### config.mk
export PLATFORM = sky130hd
export DESIGN_NAME = pci_xlat_windows
export DESIGN_NICKNAME = d
export VERILOG_FILES = /design/src/rtl/pxw_pkg.sv /design/src/rtl/pxw_regs.sv /design/src/rtl/pxw_match.sv /design/src/rtl/pci_xlat_windows.sv
export SDC_FILE = /design/constraint.sdc
export NUM_CORES = 2
export LEC_CHECK = 0
export BUFFER_PORTS_ARGS = -buffer_cell sky130_fd_sc_hd__buf_4
export CORE_MARGIN = 10
export CORE_UTILIZATION = 30
export CTS_BUF_LIST = sky130_fd_sc_hd__clkbuf_8
export DETAILED_ROUTE_END_ITERATION = 8
export GPL_ROUTABILITY_DRIVEN = 0
export MAX_ROUTING_LAYER = met4
export PLACE_DENSITY = 0.52
export SYNTH_ARGS = -nofsm -noshare
export SYNTH_HDL_FRONTEND = slang
export SYNTH_HIERARCHICAL = 1
export SYNTH_SLANG_ARGS = --single-unit
### constraint.sdc
create_clock -name clk -period 17.2 [get_ports clk]
set_input_delay 3.44 -clock clk [delete_from_list [all_inputs] [get_ports clk]]
set_output_delay 3.44 -clock clk [all_outputs]
set_load 0.01 [all_outputs]
### src/rtl/pxw_pkg.sv
package pxw_pkg;

    localparam int PXW_AW         = 64;
    localparam int PXW_PAGE_SHIFT = 12;
    localparam int PXW_EXT_BITS   = PXW_AW - 32 - PXW_PAGE_SHIFT;
    localparam int PXW_EN_BIT     = 31;

    typedef struct packed {
        logic [31:0] xlat;
        logic [31:0] ext;
        logic [31:0] base;
        logic [31:0] attr;
    } pxw_win_t;

    typedef enum logic [2:0] {
        FLD_NONE,
        FLD_XLAT,
        FLD_EXT,
        FLD_BASE,
        FLD_ATTR
    } pxw_fld_e;

    function automatic pxw_win_t pxw_put(pxw_win_t w, pxw_fld_e f, logic [31:0] d);
        pxw_win_t r;
        r = w;
        unique case (f)
            FLD_XLAT: r.xlat = d;
            FLD_EXT:  r.ext  = d;
            FLD_BASE: r.base = d;
            FLD_ATTR: r.attr = d;
            default:  r = w;
        endcase
        return r;
    endfunction

    function automatic logic [31:0] pxw_get(pxw_win_t w, pxw_fld_e f);
        logic [31:0] r;
        unique case (f)
            FLD_XLAT: r = w.xlat;
            FLD_EXT:  r = w.ext;
            FLD_BASE: r = w.base;
            FLD_ATTR: r = w.attr;
            default:  r = '0;
        endcase
        return r;
    endfunction

endpackage

### src/rtl/pxw_regs.sv
module pxw_regs
    import pxw_pkg::*;
#(
    parameter int N_OUT = 4,
    parameter int N_IN  = 3
) (
    input  logic                   clk,
    input  logic                   rst_n,
    input  logic                   wr,
    input  logic [9:0]             addr,
    input  logic [31:0]            wdata,
    output logic [31:0]            rdata,
    output pxw_win_t [N_OUT-1:0]   ob_q,
    output pxw_win_t [N_IN-1:0]    ib_q
);

    localparam logic [9:0] GASKET_OFF = 10'h220;

    logic [2:0]  ob_num;
    logic [2:0]  ib_num;
    logic        ob_sel;
    logic        ib_sel;
    logic        gas_sel;
    pxw_fld_e    ob_fld;
    pxw_fld_e    ib_fld;
    logic [31:0] gasket_q;

    always_comb begin
        ob_num  = addr[7:5];
        ib_num  = {1'b0, addr[6:5]};
        ob_sel  = (addr[9:8] == 2'b00) && (ob_num != 3'd0) && (int'(ob_num) <= N_OUT);
        ib_sel  = (addr[9:7] == 3'b011) && (ib_num != 3'd0) && (int'(ib_num) <= N_IN);
        gas_sel = (addr == GASKET_OFF);
        unique case (addr[4:0])
            5'h00:   ob_fld = FLD_XLAT;
            5'h04:   ob_fld = FLD_EXT;
            5'h08:   ob_fld = FLD_BASE;
            5'h10:   ob_fld = FLD_ATTR;
            default: ob_fld = FLD_NONE;
        endcase
        unique case (addr[4:0])
            5'h00:   ib_fld = FLD_XLAT;
            5'h08:   ib_fld = FLD_BASE;
            5'h0C:   ib_fld = FLD_EXT;
            5'h10:   ib_fld = FLD_ATTR;
            default: ib_fld = FLD_NONE;
        endcase
    end

    for (genvar g = 0; g < N_OUT; g++) begin : g_ob
        always_ff @(posedge clk or negedge rst_n) begin
            if (!rst_n) begin
                ob_q[g] <= '0;
            end else if (wr && ob_sel && ob_num == 3'(g + 1)) begin
                ob_q[g] <= pxw_put(ob_q[g], ob_fld, wdata);
            end
        end
    end

    for (genvar g = 0; g < N_IN; g++) begin : g_ib
        always_ff @(posedge clk or negedge rst_n) begin
            if (!rst_n) begin
                ib_q[g] <= '0;
            end else if (wr && ib_sel && ib_num == 3'(g + 1)) begin
                ib_q[g] <= pxw_put(ib_q[g], ib_fld, wdata);
            end
        end
    end

    always_ff @(posedge clk or negedge rst_n) begin
        if (!rst_n) begin
            gasket_q <= '0;
        end else if (wr && gas_sel) begin
            gasket_q <= wdata;
        end
    end

    always_comb begin
        rdata = '0;
        if (gas_sel) begin
            rdata = gasket_q;
        end
        for (int g = 0; g < N_OUT; g++) begin
            if (ob_sel && ob_num == 3'(g + 1)) begin
                rdata = pxw_get(ob_q[g], ob_fld);
            end
        end
        for (int g = 0; g < N_IN; g++) begin
            if (ib_sel && ib_num == 3'(g + 1)) begin
                rdata = pxw_get(ib_q[g], ib_fld);
            end
        end
    end

    p_unmapped_ignored_r5: assert property (@(posedge clk) disable iff (!rst_n)
        (wr && !(ob_sel && ob_fld != FLD_NONE) && !(ib_sel && ib_fld != FLD_NONE) && !gas_sel)
        |=> ($stable(ob_q) && $stable(ib_q) && $stable(gasket_q)));

    p_gasket_hold_r4: assert property (@(posedge clk) disable iff (!rst_n)
        !(wr && gas_sel) |=> $stable(gasket_q));

    p_ob_readback_r2: assert property (@(posedge clk) disable iff (!rst_n)
        (wr && ob_sel && ob_fld != FLD_NONE)
        |=> (addr != $past(addr)) || (rdata == $past(wdata)));

    p_ib_readback_r3: assert property (@(posedge clk) disable iff (!rst_n)
        (wr && ib_sel && ib_fld != FLD_NONE)
        |=> (addr != $past(addr)) || (rdata == $past(wdata)));

endmodule

### src/rtl/pxw_match.sv
module pxw_match #(
    parameter int N        = 4,
    parameter int IDX_W    = 3,
    parameter int IDX_BASE = 0,
    parameter int AW       = 64
) (
    input  logic                   clk,
    input  logic                   rst_n,
    input  logic [AW-1:0]          look,
    input  logic [N-1:0]           en,
    input  logic [N-1:0][5:0]      expo,
    input  logic [N-1:0][AW-1:0]   base,
    input  logic [N-1:0][AW-1:0]   tar,
    output logic                   hit,
    output logic [AW-1:0]          xaddr,
    output logic [IDX_W-1:0]       idx
);

    logic [N-1:0]         hit_v;
    logic [N-1:0][AW-1:0] off_v;

    for (genvar g = 0; g < N; g++) begin : g_win
        assign off_v[g] = look - base[g];
        assign hit_v[g] = en[g] && (look >= base[g]) &&
                          ((off_v[g] >> ({1'b0, expo[g]} + 7'd1)) == '0);
    end

    always_comb begin
        hit   = 1'b0;
        xaddr = '0;
        idx   = '0;
        for (int i = N - 1; i >= 0; i--) begin
            if (hit_v[i]) begin
                hit   = 1'b1;
                xaddr = tar[i] + off_v[i];
                idx   = IDX_W'(i + IDX_BASE);
            end
        end
    end

    p_miss_zero_r10: assert property (@(posedge clk) disable iff (!rst_n)
        !hit |-> (xaddr == '0 && idx == '0));

    p_hit_enabled_r6: assert property (@(posedge clk) disable iff (!rst_n)
        hit |-> en[idx - IDX_W'(IDX_BASE)]);

    p_idx_range_r9: assert property (@(posedge clk) disable iff (!rst_n)
        hit |-> (int'(idx) >= IDX_BASE && int'(idx) < IDX_BASE + N));

endmodule

### src/rtl/pci_xlat_windows.sv
module pci_xlat_windows
    import pxw_pkg::*;
#(
    parameter int N_OUT = 4,
    parameter int N_IN  = 3
) (
    input  logic        clk,
    input  logic        rst_n,
    input  logic        reg_wr,
    input  logic [9:0]  reg_addr,
    input  logic [31:0] reg_wdata,
    output logic [31:0] reg_rdata,
    input  logic [63:0] ob_lookup,
    output logic        ob_hit,
    output logic [63:0] ob_xaddr,
    output logic [2:0]  ob_win,
    input  logic [63:0] ib_lookup,
    output logic        ib_hit,
    output logic [63:0] ib_xaddr,
    output logic [1:0]  ib_win
);

    localparam int OB_IDX_W = $clog2(N_OUT + 1);
    localparam int IB_IDX_W = $clog2(N_IN);

    pxw_win_t [N_OUT-1:0] ob_q;
    pxw_win_t [N_IN-1:0]  ib_q;

    logic [N_OUT-1:0]             ob_en;
    logic [N_OUT-1:0][5:0]        ob_expo;
    logic [N_OUT-1:0][PXW_AW-1:0] ob_base;
    logic [N_OUT-1:0][PXW_AW-1:0] ob_tar;
    logic [N_IN-1:0]              ib_en;
    logic [N_IN-1:0][5:0]         ib_expo;
    logic [N_IN-1:0][PXW_AW-1:0]  ib_base;
    logic [N_IN-1:0][PXW_AW-1:0]  ib_tar;

    pxw_regs #(.N_OUT(N_OUT), .N_IN(N_IN)) u_regs (
        .clk   (clk),
        .rst_n (rst_n),
        .wr    (reg_wr),
        .addr  (reg_addr),
        .wdata (reg_wdata),
        .rdata (reg_rdata),
        .ob_q  (ob_q),
        .ib_q  (ib_q)
    );

    for (genvar g = 0; g < N_OUT; g++) begin : g_ob_map
        assign ob_en[g]   = ob_q[g].attr[PXW_EN_BIT];
        assign ob_expo[g] = ob_q[g].attr[5:0];
        assign ob_base[g] = {{PXW_EXT_BITS{1'b0}}, ob_q[g].base, {PXW_PAGE_SHIFT{1'b0}}};
        assign ob_tar[g]  = {ob_q[g].ext[PXW_EXT_BITS-1:0], ob_q[g].xlat, {PXW_PAGE_SHIFT{1'b0}}};
    end

    for (genvar g = 0; g < N_IN; g++) begin : g_ib_map
        assign ib_en[g]   = ib_q[g].attr[PXW_EN_BIT];
        assign ib_expo[g] = ib_q[g].attr[5:0];
        assign ib_base[g] = {ib_q[g].ext[PXW_EXT_BITS-1:0], ib_q[g].base, {PXW_PAGE_SHIFT{1'b0}}};
        assign ib_tar[g]  = {{PXW_EXT_BITS{1'b0}}, ib_q[g].xlat, {PXW_PAGE_SHIFT{1'b0}}};
    end

    pxw_match #(.N(N_OUT), .IDX_W(OB_IDX_W), .IDX_BASE(1), .AW(PXW_AW)) u_ob_match (
        .clk   (clk),
        .rst_n (rst_n),
        .look  (ob_lookup),
        .en    (ob_en),
        .expo  (ob_expo),
        .base  (ob_base),
        .tar   (ob_tar),
        .hit   (ob_hit),
        .xaddr (ob_xaddr),
        .idx   (ob_win)
    );

    pxw_match #(.N(N_IN), .IDX_W(IB_IDX_W), .IDX_BASE(0), .AW(PXW_AW)) u_ib_match (
        .clk   (clk),
        .rst_n (rst_n),
        .look  (ib_lookup),
        .en    (ib_en),
        .expo  (ib_expo),
        .base  (ib_base),
        .tar   (ib_tar),
        .hit   (ib_hit),
        .xaddr (ib_xaddr),
        .idx   (ib_win)
    );

    p_write_visible_r11: assert property (@(posedge clk) disable iff (!rst_n)
        (reg_wr && reg_addr == 10'h030 && !reg_wdata[31] && ob_win == 3'd1 && ob_hit
         && $stable(ob_lookup)) |=> (ob_win != 3'd1) || !$stable(ob_lookup));

endmodule

Yosys cells after proc, flatten, opt, wreduce, memory -nomap -nowiden

Index checks and enable logic that the tools add are counted.

Add/sub/neg operators: 21
$mul: 0
Divide/modulo/power cells: 0
Order comparisons: 8
Eq/ne operators: 21
Shifts and indexed selects: 7
Muxes and demuxes: 38
Bitwise operators: 0
Reductions and logical operators: 73

Operator list:

| operator                                                               | count |
|---|---|
| 32-bit one-hot mux with 4 select lines                                 | 7 |
| 64-bit zero test                                                       | 7 |
| 64-bit 2-to-1 mux                                                      | 7 |
| 64-bit by 7-bit right shift with 64-bit output                         | 7 |
| 64-bit adder                                                           | 4 |
| 64-bit by 44-bit >= comparator with 1-bit output                       | 4 |
| 32-bit 2-to-1 mux                                                      | 8 |
| 64-bit by 44-bit subtractor with 64-bit output                         | 4 |
| 44-bit by 64-bit adder with 64-bit output                              | 3 |
| 64-bit >= comparator                                                   | 3 |
| 64-bit subtractor                                                      | 3 |
| 2-bit AND reduction                                                    | 28 |
| 6-bit by 1-bit adder with 7-bit output (second input constant)         | 7 |
| 1-bit logical AND                                                      | 34 |
| 3-bit one-hot mux with 4 select lines                                  | 2 |
| 3-bit by 2-bit equality test with 1-bit output (second input constant) | 7 |
| 3-bit 2-to-1 mux                                                       | 4 |
| 10-bit equality test (second input constant)                           | 1 |
| 5-bit by 4-bit equality test with 1-bit output (second input constant) | 2 |
| 3-bit by 1-bit equality test with 1-bit output (second input constant) | 3 |
| 3-bit equality test (second input constant)                            | 3 |
| 1-bit 2-to-1 mux                                                       | 7 |
| 2-bit 2-to-1 mux                                                       | 3 |
| 5-bit by 3-bit equality test with 1-bit output (second input constant) | 1 |
| 8 further kinds                                                        | 9 |

Register bits: 928
Latch bits: 0
Memory bits (writable): 0
ROM bits: 0
Input port bits: 173
Memories: 0

Longest topological paths before layout

Depth in word-level cells: 11
Gate-level depth with buffers: 32
Gate-level depth less buffers: 32

Hierarchy

The synthesis kept the hierarchy.

By module, submodules not included:

| module                 | instances | cells each | area an instance (µm²) | seq. area each (µm²) |
|---|---|---|---|---|
| pxw_match (u_ob_match) | 1         | 6606       | 42517.0                | 0.0 |
| pxw_regs               | 1         | 3076       | 42279.3                | 23222.3 |
| pxw_match (u_ib_match) | 1         | 4884       | 31590.3                | 0.0 |
| pci_xlat_windows       | 1         | 1          | 3.8                    | 0.0 |

Least setup slack after synthesis

OpenSTA, ideal clock, no wires.

Path type: in2out
Start: input port ib_lookup[9]
End: output port ib_xaddr[51]
Arrival time: 9.354 ns
Data required time: 13.760 ns
Setup slack: 4.406 ns
Cell stages on the path: 27
Path buffers: 1
Cell sequence: ha_1 > nand2_1 > o211a_1 > a211oi_1 > o2111ai_2 > and3_1 > clkbuf_1 > a311oi_1 > ha_1 > a21oi_1 > o21a_1 > nand2_1 > o31ai_1 > a211oi_1 > a221o_1 > maj3_1 > a21oi_1 > o21a_1 > o31ai_1 > and2_1 > a21oi_1 > o21bai_1 > maj3_1 > maj3_1 > xnor2_1 > o22ai_1 > mux2_2

Word-level cells in the longest chain between the ends: 7
Elaborated cells on any way between the ends: 24

RTL lines:

| element                                        | RTL line               | source |
|---|---|---|
| start: declaration                             | pci_xlat_windows.sv:17 | `input logic [63:0] ib_lookup,` |
| 64-bit subtractor                              | pxw_match.sv:23        | `assign off_v[g] = look - base[g];` |
| 64-bit by 7-bit right shift with 64-bit output | pxw_match.sv:25        | `((off_v[g] >> ({1'b0, expo[g]} + 7'd1)) == '0);` |
| 64-bit zero test                               | pxw_match.sv:25        |  |
| 1-bit logical AND                              | pxw_match.sv:24        | `assign hit_v[g] = en[g] && (look >= base[g]) &&` |
| 64-bit 2-to-1 mux (2 in series)                | pxw_match.sv:33        | `if (hit_v[i]) begin` |
| 64-bit 2-to-1 mux *                            | pxw_match.sv:33        |  |
| end: declaration                               | pci_xlat_windows.sv:19 | `output logic [63:0] ib_xaddr,` |

Mark *: on every way between the ends. The rest lies on a longest branch, timed or not.

Final worst setup path

Start: input port ob_lookup[39]
End: output port ob_xaddr[31]

Word-level cells in the longest chain between the ends: 8
Elaborated cells on any way between the ends: 28

RTL lines:

| element                                        | RTL line               | source |
|---|---|---|
| start: declaration                             | pci_xlat_windows.sv:13 | `input logic [63:0] ob_lookup,` |
| 64-bit by 44-bit subtractor with 64-bit output | pxw_match.sv:23        |  |
| 64-bit by 7-bit right shift with 64-bit output | pxw_match.sv:25        |  |
| 64-bit zero test                               | pxw_match.sv:25        |  |
| 1-bit logical AND                              | pxw_match.sv:24        |  |
| 64-bit 2-to-1 mux (3 in series)                | pxw_match.sv:33        |  |
| 64-bit 2-to-1 mux *                            | pxw_match.sv:33        |  |
| end: declaration                               | pci_xlat_windows.sv:15 | `output logic [63:0] ob_xaddr,` |

Marks and branches as above.

==> Flow_metrics.wiki <==
{| class="wikitable"
! Metric !! Value
|-
| Status || finished with violations
|-
| Violations in the final reports || design-rule violations, max-capacitance violations, max-slew violations
|-
| Share of power burned in combinational logic || 0.426
|-
| Clock buffer depth || 3
|-
| Avg Cell Area, Syn || around 8.0 um2
|-
| Sequential fraction of design power || 0.280
|-
| GR Overflow Total || 0
|-
| Antenna violations before repair || between 90 and 100
|-
| Buffer type at the clock tree root || sky130_fd_sc_hd__clkbuf_8
|-
| Chip Width || around 640 um
|-
| Endpoint arrival time on the critical path || between 10000 and 15000 ps
|-
| Starting density of the core || 0.302
|-
| Launch point of the worst hold path || u_regs/ob_q[89]
|-
| Cell breakdown of the critical path || buf_4, ha_1, nand2_1, nor4_1, o2111ai_1, o211ai_1, a31oi_1, xnor2_1, or3_1, o311ai_1, and3_1, o32ai_1, a211oi_1, a32oi_1, nor4b_1, and4_4, buf_4, o21ai_0, o21ai_0, mux2i_1, buf_4
|-
| Switching power of the nets || around 3.5 mW
|-
| Delay-heaviest family, CP || compound AO/OA/AOI/OAI gates
|-
| Synth warn || 6
|-
| Area growth from synthesis to layout || 10.7%
|-
| Max-capacitance violation count || 1
|-
| Detailed-router iteration count before antenna repair || 9
|-
| R2r startpoint || u_regs/ob_q[384]
|-
| P_int || between 4 and 5 mW
|-
| Quantity of hold-fixing buffers added after cts || 0
|-
| Sequential area share after synthesis || 0.200
|-
| Count of port buffers added during placement || ~340
|-
| 1st-iter DRT viols || roughly 19000
|-
| CP Max Fanout || 58
|-
| Worst max-slew margin expressed relative to the limit || -0.0394
|-
| Gate count after technology mapping || around 15000
|-
| FFs w/ async S/R, synth || 1.00
|-
| Worst-Skew Late Latency || roughly 990 ps
|-
| Remaining number of nets flagged by the antenna check after routing || 0
|-
| Vias post-DR || ~130k
|-
| Worst-case hold path end point || u_regs/ob_q[89]
|-
| Cell depth of the worst min-delay path || 1
|-
| DR WL/cell || roughly 33 um
|-
| Number of buffers created by CTS || roughly 180
|-
| First-pass GRT wire length || roughly 900000 um
|-
| DRC Markers || 3
|-
| Clock net sink count || 928
|-
| Utilization of the core after routing || 0.334
|-
| Net Sw Frac || 0.438
|-
| Top achievable clock speed || between 60 and 70 MHz
|-
| Post-synth top flop || sky130_fd_sc_hd__dfrtp_1
|-
| Maximum level of the CTS H-tree || 4
|-
| Total Routing Usage GR || 0.307
|-
| Leakage Power || 55.9 nW
|-
| Maximum vdd drop || approximately 0.00009 V
|-
| Worst-case reg-to-reg path depth || 2
|-
| Synth Area in XOR/XNOR || 0.0565
|-
| Transition time at the pin with the least slew margin || approximately 1500 ps
|-
| Die span in y || between 600 and 700 um
|-
| PwrDens || around 63 nW/um2
|-
| Maximum number of pins on one net before global-route repair || around 150
|-
| Unrepaired setup endpoints after global routing || no
|-
| Multiplexer share of the synthesized area || 0.130
|-
| Number of nets at the end of the flow || approximately 16000
|-
| Number of endpoints with negative hold slack in the final report || 0
|-
| Crit path required time || around 14000 ps
|-
| Setup Viol. Count Final || 0
|-
| Crit path launch type || primary input
|-
| Critical path type || in -> out
|-
| Number of library cell types mapped by synthesis || about 140
|-
| Synth Cell Area || approximately 120000 um2
|-
| Half-perimeter wire length after detailed placement || approximately 520000 um
|-
| Ratio of routed vias to standard cells || ~6.3
|-
| Clock period minus worst slack || roughly 16000 ps
|-
| Hold WC Path Type || reg -> reg
|-
| Crit-path max cell delay || between 1000 and 1500 ps
|-
| Largest family of logic cells by synthesized area || compound AO/OA/AOI/OAI gates
|-
| Vias in the first global route || between 100k and 150k
|-
| CTS tree || yes
|-
| Total negative setup slack || 0 ps
|-
| Fraction of the mapped netlist area in compound gates || 0.281
|-
| Post-cts gate resize count || 0
|-
| Critical Path Sink Type || primary output
|-
| Worst path most repeated cell || sky130_fd_sc_hd__buf_4
|-
| Slack of the worst reg-to-reg path || 15510 ps
|-
| Clock share of power || 0.294
|-
| Post-CTS setup repair buffer count || 0
|-
| Total buffers and inverters traversed by the critical path || 3
|-
| Synthesized-area fraction occupied by adder cells || 0.0949
|-
| Layout cell share with drive strength beyond 1 || 0.147
|-
| Area of the placeable core || slightly below 400000 um2
|-
| Setup clock skew after layout || 0 ps
|-
| Post-synth EDFFs || 0
|-
| Overall routed net length || roughly 660000 um
|-
| Final Cycle Share || 0.906
|-
| Post-Synth Simple-Gate Area || 0.181
|-
| Boundary Pins || 340
|-
| Clock-pin slew on the worst setup and hold paths || approximately 50 ps
|-
| Reg-to-Reg End || u_regs/ob_q[384]
|-
| Core Rows || between 200 and 250
|-
| Slowest stage cell on the critical path || sky130_fd_sc_hd__nor4_1
|-
| Slew Viols, Final || 4
|-
| Floorplan die area || ~410000 um2
|-
| Synth Register Bits || a little over 900
|}
[worst max path at each step]
stage | start | endpoint | slack (ps) | depth (start not counted)
floorplan | ib_lookup[9] | ib_xaddr[51] | 4410 | 27
global placement | ob_lookup[7] | ob_xaddr[59] | 2400 | 23
detailed placement | ob_lookup[13] | ob_xaddr[51] | 2390 | 29
CTS | ob_lookup[13] | ob_xaddr[51] | 2330 | 29
global route | ob_lookup[16] | ob_xaddr[51] | 1650 | 29
finish | ob_lookup[39] | ob_xaddr[31] | 1620 | 21
[layer usage]
layer	vias up	global-route usage	share of wire
li1	55100	-	-
met1	62300	0.382	0.39
met2	8591	0.425	0.40
met3	1823	0.0825	0.12
met4	0	0.223	0.093
met5	-	-	0
[cells by family after synthesis]
group / Yosys count
AO/OA/AOI/OAI: 4796
AND/OR/NAND/NOR: 4235
buffers and inverters: 1641
multiplexers: 1348
flip-flops: 928
adder cells (fa/ha/maj): 882
XOR/XNOR: 736
other: 1
[synth_stat cells, types with 69 or more instances]
master,n,share of area
sky130_fd_sc_hd__nor2b_1,109,0.0059
sky130_fd_sc_hd__a21o_1,464,0.030
sky130_fd_sc_hd__a31oi_1,162,0.0087
sky130_fd_sc_hd__or2_2,73,0.0039
sky130_fd_sc_hd__nand4_1,252,0.014
sky130_fd_sc_hd__nor4_1,116,0.0062
sky130_fd_sc_hd__mux2i_1,229,0.020
sky130_fd_sc_hd__o21ai_1,72,0.0031
sky130_fd_sc_hd__nor2_1,1070,0.035
sky130_fd_sc_hd__o21a_1,168,0.011
sky130_fd_sc_hd__a211o_1,72,0.0054
sky130_fd_sc_hd__and3_1,145,0.0078
sky130_fd_sc_hd__xor2_1,274,0.021
sky130_fd_sc_hd__a211oi_1,214,0.014
sky130_fd_sc_hd__xnor2_1,453,0.034
sky130_fd_sc_hd__o22ai_1,116,0.0062
sky130_fd_sc_hd__inv_1,792,0.026
sky130_fd_sc_hd__ha_1,831,0.089
sky130_fd_sc_hd__and2_1,154,0.0083
sky130_fd_sc_hd__a222oi_1,103,0.0089
sky130_fd_sc_hd__a21oi_1,1247,0.054
sky130_fd_sc_hd__o21ai_0,727,0.031
sky130_fd_sc_hd__buf_2,204,0.0088
sky130_fd_sc_hd__nor3_1,372,0.016
sky130_fd_sc_hd__a22oi_1,69,0.0045
sky130_fd_sc_hd__clkbuf_1,540,0.017
sky130_fd_sc_hd__o21bai_1,134,0.0086
sky130_fd_sc_hd__nand2_1,1033,0.033
sky130_fd_sc_hd__o211ai_1,149,0.0096
sky130_fd_sc_hd__o31ai_1,122,0.0079
sky130_fd_sc_hd__nand3_1,310,0.013
sky130_fd_sc_hd__nand2b_1,169,0.0091
sky130_fd_sc_hd__a221oi_1,117,0.0088
sky130_fd_sc_hd__dfrtp_1,928,0.20
sky130_fd_sc_hd__mux2_2,1069,0.10
sky130_fd_sc_hd__a2111oi_0,75,0.0056
sky130_fd_sc_hd__or3_1,140,0.0075
[cell usage in the layout, fill, tap and decap left out, types with 65 or more instances in the layout]
cell type and instances:
sky130_fd_sc_hd__conb_1 358, sky130_fd_sc_hd__dfrtp_1 920, sky130_fd_sc_hd__inv_1 847, sky130_fd_sc_hd__nor2_1 1062
sky130_fd_sc_hd__and2_1 150, sky130_fd_sc_hd__a21o_1 464, sky130_fd_sc_hd__o211ai_1 149, sky130_fd_sc_hd__a211oi_1 214
sky130_fd_sc_hd__a222oi_1 103, sky130_fd_sc_hd__nand3_1 310, sky130_fd_sc_hd__diode_2 81, sky130_fd_sc_hd__o2111ai_1 65
sky130_fd_sc_hd__buf_4 502, sky130_fd_sc_hd__a2111oi_0 71, sky130_fd_sc_hd__a22oi_1 69, sky130_fd_sc_hd__o21a_1 168
sky130_fd_sc_hd__or3_1 140, sky130_fd_sc_hd__mux2i_1 229, sky130_fd_sc_hd__o31ai_1 122, sky130_fd_sc_hd__nor3_1 371
sky130_fd_sc_hd__nand2b_1 169, sky130_fd_sc_hd__a21oi_1 1247, sky130_fd_sc_hd__mux2_2 1069, sky130_fd_sc_hd__nor4_1 112
sky130_fd_sc_hd__nand2_1 1025, sky130_fd_sc_hd__o22ai_1 116, sky130_fd_sc_hd__o21ai_0 727, sky130_fd_sc_hd__or2_2 73
sky130_fd_sc_hd__a211o_1 72, sky130_fd_sc_hd__a221oi_1 113, sky130_fd_sc_hd__o21bai_1 134, sky130_fd_sc_hd__and3_1 145
sky130_fd_sc_hd__xor2_1 274, sky130_fd_sc_hd__ha_1 831, sky130_fd_sc_hd__nand4_1 252, sky130_fd_sc_hd__nor2b_1 107
sky130_fd_sc_hd__clkbuf_8 218, sky130_fd_sc_hd__a31oi_1 162, sky130_fd_sc_hd__xnor2_1 453, sky130_fd_sc_hd__o21ai_1 72
[area by class of cell]
class | count | area, um2
fillers | 41400 | 257000
well taps | 5175 | 6470
clock inverters | 103 | 772
multi-input cells | 12400 | 88100
inverters | 804 | 3020
diodes | 81 | 203
clock buffers | 218 | 3000
flip-flops and latches | 928 | 23200
repair buffers | 516 | 4020
[stage by stage]
stage	hold WS [ps]	total power, mW	worst slack [ps]	cell area [um2]	std cells
after floorplan	471	4.38	4410	118000	14900
after global placement	480	5.53	2400	125000	19800
after detailed placement	485	5.53	2390	125000	19800
after CTS	497	7.90	2330	129000	20100
after global routing	511	8.35	1650	129000	20100
final	496	8.08	1620	129000	20200
[registers in the layout, indices dropped and copies added, names as in the netlist]
signal           flops
u_regs/gasket_q     32
u_regs/ob_q        512
u_regs/ib_q        384
[power groups by stage]
| stage | combinational, mW | clock [mW] | sequential, mW |
|---|---|---|---|
| after floorplan | 2.11 | 0 | 2.27 |
| after global placement | 3.24 | 0 | 2.30 |
| after detailed placement | 3.23 | 0 | 2.30 |
| after CTS | 3.25 | 2.39 | 2.26 |
| after global routing | 3.60 | 2.49 | 2.26 |
| final | 3.44 | 2.38 | 2.26 |
Note: power is estimated with default switching activity, not from simulation.
